File: config.mk
export PLATFORM = sky130hd
export DESIGN_NAME = i2c_rx_target
export DESIGN_NICKNAME = d
export VERILOG_FILES = /design/src/rtl/i2c_rx_pkg.sv /design/src/rtl/i2c_rx_sync.sv /design/src/rtl/i2c_rx_cond.sv /design/src/rtl/i2c_rx_target.sv
export SDC_FILE = /design/constraint.sdc
export NUM_CORES = 1
export LEC_CHECK = 0
export BUFFER_PORTS_ARGS = -buffer_cell sky130_fd_sc_hd__buf_4
export CORE_ASPECT_RATIO = 1.2
export CORE_MARGIN = 2
export CORE_UTILIZATION = 60
export CTS_BUF_LIST = sky130_fd_sc_hd__clkbuf_4 sky130_fd_sc_hd__clkbuf_8 sky130_fd_sc_hd__clkbuf_16
export CTS_CLUSTER_DIAMETER = 40
export CTS_CLUSTER_SIZE = 8
export DETAILED_ROUTE_END_ITERATION = 12
export PLACE_DENSITY = 0.83
export SYNTH_ARGS = -nofsm -noshare
export SYNTH_HDL_FRONTEND = slang
export SYNTH_SLANG_ARGS = --single-unit
File: constraint.sdc
create_clock -name clk -period 5.1 [get_ports clk]
set_clock_uncertainty 0.15 [all_clocks]
set_input_delay 1.02 -clock clk [delete_from_list [all_inputs] [get_ports clk]]
set_output_delay 1.02 -clock clk [all_outputs]
set_load 0.02 [all_outputs]
File: src/rtl/i2c_rx_pkg.sv
package i2c_rx_pkg;

    typedef enum logic [2:0] {
        ST_IDLE,      // waiting for a start condition
        ST_ADDR,      // shifting in the address byte
        ST_ADDR_END,  // address complete, waiting for clock low to decide
        ST_ACK,       // holding data low through the acknowledge clock
        ST_DATA,      // shifting in a data byte
        ST_DATA_END,  // data byte complete, waiting for clock low
        ST_HOLD,      // clock held low until downstream is ready
        ST_SKIP       // not addressed, ignore until start or stop
    } rx_state_e;

endpackage

File: src/rtl/i2c_rx_sync.sv
module i2c_rx_sync #(
    parameter int STAGES = 2
) (
    input  logic clk,
    input  logic rst_n,
    input  logic line_in,
    output logic line_out
);
    logic [STAGES-1:0] chain_q;

    generate
        for (genvar i = 0; i < STAGES; i++) begin : g_stage
            if (i == 0) begin : g_first
                always_ff @(posedge clk or negedge rst_n) begin
                    if (!rst_n) chain_q[0] <= 1'b1;
                    else        chain_q[0] <= line_in;
                end
            end else begin : g_next
                always_ff @(posedge clk or negedge rst_n) begin
                    if (!rst_n) chain_q[i] <= 1'b1;
                    else        chain_q[i] <= chain_q[i-1];
                end
            end
        end
    endgenerate

    assign line_out = chain_q[STAGES-1];
endmodule

File: src/rtl/i2c_rx_cond.sv
module i2c_rx_cond (
    input  logic clk,
    input  logic rst_n,
    input  logic scl_s,
    input  logic sda_s,
    output logic scl_rise,
    output logic scl_fall,
    output logic bus_start,
    output logic bus_stop
);
    logic scl_p_q, sda_p_q;

    always_ff @(posedge clk or negedge rst_n) begin
        if (!rst_n) begin
            scl_p_q <= 1'b1;
            sda_p_q <= 1'b1;
        end else begin
            scl_p_q <= scl_s;
            sda_p_q <= sda_s;
        end
    end

    always_comb begin
        scl_rise  = scl_s & ~scl_p_q;
        scl_fall  = ~scl_s & scl_p_q;
        bus_start = scl_s & scl_p_q & sda_p_q & ~sda_s;
        bus_stop  = scl_s & scl_p_q & ~sda_p_q & sda_s;
    end
endmodule

File: src/rtl/i2c_rx_target.sv
module i2c_rx_target
    import i2c_rx_pkg::*;
#(
    parameter int SYNC_STAGES = 2,
    parameter int ADDR_W      = 7,
    parameter int DATA_W      = 8
) (
    input  logic              clk,
    input  logic              rst_n,
    input  logic [ADDR_W-1:0] own_addr,
    input  logic              stretch_en,
    input  logic              scl_in,
    input  logic              sda_in,
    input  logic              rx_ready,
    output logic              scl_drive_low,
    output logic              sda_drive_low,
    output logic [DATA_W-1:0] rx_data,
    output logic              rx_valid
);
    localparam int CNT_W    = $clog2(DATA_W + 1);
    localparam int ADDR_END = ADDR_W;      // index of the last address-byte bit
    localparam int DATA_END = DATA_W - 1;  // index of the last data bit

    typedef struct packed {
        rx_state_e          st;
        logic [CNT_W-1:0]   cnt;
        logic [DATA_W-1:0]  sh;
        logic [DATA_W-1:0]  dat;
        logic               vld;
        logic               sda_low;
        logic               scl_low;
    } rx_regs_t;

    logic scl_s, sda_s;
    logic scl_rise, scl_fall, bus_start, bus_stop;
    rx_regs_t r_d, r_q;

    i2c_rx_sync #(.STAGES(SYNC_STAGES)) u_sync_scl (
        .clk(clk), .rst_n(rst_n), .line_in(scl_in), .line_out(scl_s)
    );

    i2c_rx_sync #(.STAGES(SYNC_STAGES)) u_sync_sda (
        .clk(clk), .rst_n(rst_n), .line_in(sda_in), .line_out(sda_s)
    );

    i2c_rx_cond u_cond (
        .clk(clk), .rst_n(rst_n), .scl_s(scl_s), .sda_s(sda_s),
        .scl_rise(scl_rise), .scl_fall(scl_fall),
        .bus_start(bus_start), .bus_stop(bus_stop)
    );

    always_comb begin
        r_d     = r_q;
        r_d.vld = 1'b0;
        if (bus_start) begin
            r_d.st      = ST_ADDR;
            r_d.cnt     = '0;
            r_d.sh      = '0;
            r_d.sda_low = 1'b0;
            r_d.scl_low = 1'b0;
        end else if (bus_stop) begin
            r_d.st      = ST_IDLE;
            r_d.sda_low = 1'b0;
            r_d.scl_low = 1'b0;
        end else begin
            unique case (r_q.st)
                ST_ADDR: begin
                    if (scl_rise) begin
                        r_d.sh  = {r_q.sh[DATA_W-2:0], sda_s};
                        r_d.cnt = r_q.cnt + 1'b1;
                        if (r_q.cnt == CNT_W'(ADDR_END)) r_d.st = ST_ADDR_END;
                    end
                end
                ST_ADDR_END: begin
                    if (scl_fall) begin
                        if (r_q.sh[ADDR_W:1] == own_addr && !r_q.sh[0]) begin
                            r_d.sda_low = 1'b1;
                            r_d.st      = ST_ACK;
                        end else begin
                            r_d.st = ST_SKIP;
                        end
                    end
                end
                ST_ACK: begin
                    if (scl_fall) begin
                        r_d.sda_low = 1'b0;
                        r_d.cnt     = '0;
                        r_d.st      = ST_DATA;
                    end
                end
                ST_DATA: begin
                    if (scl_rise) begin
                        r_d.sh  = {r_q.sh[DATA_W-2:0], sda_s};
                        r_d.cnt = r_q.cnt + 1'b1;
                        if (r_q.cnt == CNT_W'(DATA_END)) r_d.st = ST_DATA_END;
                    end
                end
                ST_DATA_END: begin
                    if (scl_fall) begin
                        r_d.sda_low = 1'b1;
                        r_d.vld     = 1'b1;
                        r_d.dat     = r_q.sh;
                        if (stretch_en && !rx_ready) begin
                            r_d.scl_low = 1'b1;
                            r_d.st      = ST_HOLD;
                        end else begin
                            r_d.st = ST_ACK;
                        end
                    end
                end
                ST_HOLD: begin
                    if (rx_ready || !stretch_en) begin
                        r_d.scl_low = 1'b0;
                        r_d.st      = ST_ACK;
                    end
                end
                default: ;
            endcase
        end
    end

    always_ff @(posedge clk or negedge rst_n) begin
        if (!rst_n) begin
            r_q.st      <= ST_IDLE;
            r_q.cnt     <= '0;
            r_q.sh      <= '0;
            r_q.dat     <= '0;
            r_q.vld     <= 1'b0;
            r_q.sda_low <= 1'b0;
            r_q.scl_low <= 1'b0;
        end else begin
            r_q <= r_d;
        end
    end

    assign scl_drive_low = r_q.scl_low;
    assign sda_drive_low = r_q.sda_low;
    assign rx_data       = r_q.dat;
    assign rx_valid      = r_q.vld;
endmodule

### Word level (Yosys, flattened, before mapping)

Cells that the tools add are included.
W data, S select, Z words.

* bits in registers: 32

* $add $sub $neg: 1
* equal/unequal tests: 22
* muxes and demuxes: 28
* bitwise operators: 13
* reductions and logical operators: 17

Operator list (number)
* $mux W15: 3
* $ne A4 B4 Y1 const B: 10
* $mux W3: 8
* $mux W21: 1
* $pmux W3 S6: 1
* $pmux W8 S2: 1
* $pmux W4 S3: 1
* $reduce_and A4 Y1: 3
* $mux W11: 1
* $reduce_and A5 Y1: 2
* $eq A3 B3 Y1 const B: 3
* $mux W9: 1
* $ne A3 B3 Y1 const B: 3
* $reduce_and A9 Y1: 1
* $reduce_bool A4 Y1: 2
* $reduce_bool A8 Y1: 1
* $and A1 B1 Y1: 7
* $eq A7 B7 Y1: 1
* $mux W7: 1
* $eq A3 B2 Y1 const B: 2
* $mux W1: 6
* $not A1 Y1: 6
* $reduce_bool A5 Y1: 1
* $add A4 B1 Y4 const B: 1
* 10 further kinds: 14

### Logic depth before layout (Yosys ltp)

* word-level depth: 7
* gate-level depth with buffers: 6

### By module

Synthesis repeated with hierarchy kept, for this count alone.

* cells, all modules: 156
* area total of the unflattened synthesis: 1649.1 um^2

Modules (own cells, without submodules)
* i2c_rx_target: times used 1, cells each 146, area an instance 1458.9 um^2, sequential area each 650.6 um^2
* i2c_rx_sync: times used 2, cells each 2, area an instance 52.6 um^2, sequential area each 52.6 um^2
* i2c_rx_cond: times used 1, cells each 6, area an instance 85.1 um^2, sequential area each 52.6 um^2

### Worst setup path after synthesis

No wires, ideal clock.

* path kind: input to register
* start: input port stretch_en
* end: register r_q[23] in the netlist's numbering
* setup time: 80 ps
* arrival time: 1772 ps
* required time: 4870 ps
* setup slack: 3098 ps
* stages: 4
* path buffers: 0
* cell sequence: nor2b_1 -> o21ai_0 -> or3b_1 -> o211ai_2

* cells in the longest elaborated chain, start to end: 6
* elaborated cells between the ends (all ways): 10
* classes of those cells: 1 x eq/ne; 5 x mux; 4 x reduce/logical

Ends and longest elaborated chain
* start, declared: RTL line i2c_rx_target.sv:11 `input logic stretch_en,`
* $logic_and A1 B1 Y1: RTL line i2c_rx_target.sv:103 `if (stretch_en && !rx_ready) begin`
* $mux W3: RTL line i2c_rx_target.sv:103
* $mux W3: RTL line i2c_rx_target.sv:99 `if (scl_fall) begin`
* $pmux W3 S6: RTL line i2c_rx_target.sv:66 `unique case (r_q.st)`
* $mux W3: RTL line i2c_rx_target.sv:61 `end else if (bus_stop) begin`
* $mux W15: RTL line i2c_rx_target.sv:55 `if (bus_start) begin`
* end signal, assigned: RTL line i2c_rx_target.sv:132 `r_q <= r_d;`
* end, declared: RTL line i2c_rx_target.sv:36 `rx_regs_t r_d, r_q;`

Parallel ways exist; a longest one is shown, timed or not. The select of a mux whose other input is x is not followed.
A chain may end at the register's enable or synchronous reset.

### Final worst setup path

* start: register r_q[25] in the netlist's numbering
* end: register r_q[19] in the netlist's numbering

* cells in the longest elaborated chain, start to end: 4
* elaborated cells between the ends (all ways): 11
* classes of those cells: 6 x eq/ne; 3 x mux; 2 x reduce/logical

Ends and longest elaborated chain (RTL line)
* $eq A3 B3 Y1 (tied with other cells): i2c_rx_target.sv:66
* $pmux W4 S3: i2c_rx_target.sv:66
* $mux W21: i2c_rx_target.sv:61
* $mux W15: i2c_rx_target.sv:55

Parallel ways exist; a longest one is shown, timed or not. The select of a mux whose other input is x is not followed.

==> results.md <==
* Status: finished clean
* Share of post-route cells with drive strength above 1 at 29.82%
* DRT Pass-1 Iters at 4
* Post-cts sizing count at 0
* H-tree levels at 2
* FP Rows at 21
* Routed WL per cell at 17.12 um
* Top_reg_cell synth: dfrtp_1
* Cell breakdown of the critical path: xnor2_1, nor3_1, a21oi_1, mux2_2
* Cells after synthesis at 158
* Total gr overflow at 0
* Critical path launch point type: register
* Diode count at 0
* Post-route minimum period at approximately 2.7 ns
* Pwr Density at 375.0 nW/um^2
* Total wire length at 3510 um
* Register Area at around 800 um^2
* Post-synth top area share at 37.12%
* Sw Ratio at 33.83%
* Worst setup EP type: register
* Sequential share of the synthesized area at 46.11%
* Synth top cells by count: dfrtp_1 (26), buf_4 (12), a22o_1 (9), mux2_2 (9)
* Internal power at roughly 470 uW
* Sink Count at 32
* Async S/R FF share, synth at 100.0%
* Mapped Nets at 172
* R2r endpoint: r_q[19]
* Initial antenna violation count at 0
* Largest net degree at the start of global routing at 33
* Drt drc at 0
* Top-count cell post-synth: dfrtp_1
* Vias in the first global route at 1263
* Multi-input gate area at 817.0 um^2
* Util after Layout at 68.42%
* DIE AREA at 3372 um^2
* CTS buffer count at 5
* Overall power consumption at 714.6 uW
* Number of synthesized flops with an enable pin at 0
* Pleak at between 0.8 and 0.9 nW
* Post-CTS Hold Fix Bufs at 0
* Yosys cell types at 50
* Reg2reg path depth at 4
* Min-delay worst type: reg -> reg
* Clk Latency, worst-skew pair at roughly 0.32 ns
* IO Port Bufs at 23
* Chip Height at 63.21 um
* Global-route wire length before repair at 5989 um
* Core outline area at 2785 um^2
* Fmax at 375.9 MHz
* Hold Vio Cnt, Final at 0
* Vias at 1274
* CP max FO at 19
* TritonCTS clock tree: yes
* Synth Register Bits at 32
* Critical Path RT at 5.16 ns
* Die X at 53.34 um
* Combinational power share at 26.7%
* VDD IR-drop max at 0.0002837 V
* Synth warn at 0
* Final antenna-violating net count at 0
* Setup Buffers After CTS at 0
* Syn Area/Cell at 11.09 um^2
* Worst Tran Pin Value at 1.174 ns
* Area leader, netlist: dfrtp_1
* Setup crit start: r_q[25]
* Unrepaired setup endpoints after global routing: false
* CP bufs+invs at 0
* Vias/cell at 6.215
* TNS Setup at 0 ns
* DPL Wire Length at 2570 um
* R2R Path Start: r_q[25]
* Final setup viols at 0
* Clock network power share at 20.6%
* Crit-path leading delay family: simple AND/OR/NAND/NOR gates
* Io pins at 24
* GPL Wtd Cong at 0.9147
* Clock transition at path regs at ~0.1 ns
* Share of power burned in registers at 52.7%
* Maxcap violations at 0
* NetSw at around 240 uW
* WP data arrival at about 2.7 ns
* Slowest cell on crit path: nor3_1
* Fill count at roughly 220
* GR Util All Layers at 24.47%
* Total Nets Final at 184
* P&R area growth vs syn at 8.708%
* Max Root-Sink Buffers at 2
* Root Driver: clkbuf_4
* CP Capture Point: r_q[19]
* Worst R2R Setup Slack at between 2 and 2.5 ns
* Final period utilization at 52.16%
* Initial Util at between 60% and 70%
* Synth top area cells: dfrtp_1 (37%), dfstp_2 (9.0%), mux2_2 (5.8%), buf_4 (5.1%), a22o_1 (4.5%)
* Initial DRC count at 20
* Crit Path Class: reg -> reg
* Synth Cell Area at 1753 um^2
* WP depth at 4
* Final Slew Violations at 0
* CP peak stage delay at roughly 0.96 ns
* Worst rel slew slack at 21.13%
stage by stage:
step	worst slack, ns	hold WS, ns	area (um^2)	std cells
global route	2.238	0.2158	1906	205
finish	2.440	0.2075	1906	205
global placement	2.693	0.1989	1844	197
floorplan	3.098	0.1952	1753	158
detailed placement	2.534	0.2072	1844	197
CTS	2.523	0.2117	1906	205
cell usage in the layout, fill, tap and decap left out, types with 2 or more instances in the layout:
cell       n
nor3_1     3
xor2_1     8
nor2b_1    6
nor3b_1    3
clkinv_2   2
clkbuf_4   5
nand2b_1   4
o22ai_1    2
o21a_1     2
xnor2_1    2
buf_4     23
nand3b_1   3
o21ai_0    5
nand3_1    3
o211ai_1   2
o32ai_1    2
a32o_1     2
dfrtp_1   26
mux2_2     9
dfstp_2    6
a22o_1     9
nand2_1    8
and3_1     2
nor2_1     5
a311oi_1   2
and3b_1    2
o221ai_1   2
worst min-delay path by stage:
| stage | start | to | slack [ns] | cells after the start |
|---|---|---|---|---|
| 6_report | u_sync_scl.chain_q[0] | u_sync_scl.line_out | 0.21 | 0 |
| 5_1_grt | u_sync_scl.chain_q[0] | u_sync_scl.line_out | 0.22 | 0 |
| 4_1_cts | u_sync_scl.chain_q[0] | u_sync_scl.line_out | 0.21 | 0 |
| 3_5_place_dp | u_sync_sda.chain_q[0] | u_sync_sda.line_out | 0.21 | 0 |
| 3_3_place_gp | u_sync_sda.chain_q[0] | u_sync_sda.line_out | 0.20 | 0 |
| 2_1_floorplan | u_sync_scl.chain_q[0] | u_sync_scl.line_out | 0.20 | 0 |
kinds of logic after synthesis:
kind of cell               after synthesis  share of synthesized area, %
AOI/OAI and AO/OA                       38                         17.20
xor gates and xnor gates                10                         4.997
adders and majority gates                1                        0.7137
buffers and inverters                   19                         7.280
DFF                                     32                         46.11
muxes                                   11                         7.209
and+or+nand+nor                         47                         16.49
routing by layer:
metal	global-route usage, %	wire length [um]
met4	7.372	49
met3	5.687	135
met2	39.35	1836
met5	0	0
met1	32.32	1488
power by group through the flow:
stage / Sequential, mW / Combinational [mW] / Clock [mW]
after floorplan: 0.349 / 0.168 / 0
after global placement: 0.376 / 0.183 / 0
after detailed placement: 0.380 / 0.190 / 0
after CTS: 0.375 / 0.192 / 0.152
after global routing: 0.387 / 0.211 / 0.163
final: 0.377 / 0.191 / 0.147
area by class of cell:
type,instances,area share [%]
tap,34,2.232
multi-input combinational,107,42.88
inverter,1,0.1970
clock inverter,2,0.5253
clock buffer,6,2.692
sequential,32,42.42
timing repair buffer,23,9.061
flip-flops by register name (all words and copies together) (netlist names):
signal	flops
r_q	15
rx_data	8
u_cond.scl_p_q	1
u_sync_scl.line_out	1
sda_drive_low	1
rx_valid	1
u_cond.sda_p_q	1
u_sync_sda.line_out	1
scl_drive_low	1
u_sync_sda.chain_q	1
u_sync_scl.chain_q	1
Note: power is estimated with default switching activity, not from simulation.
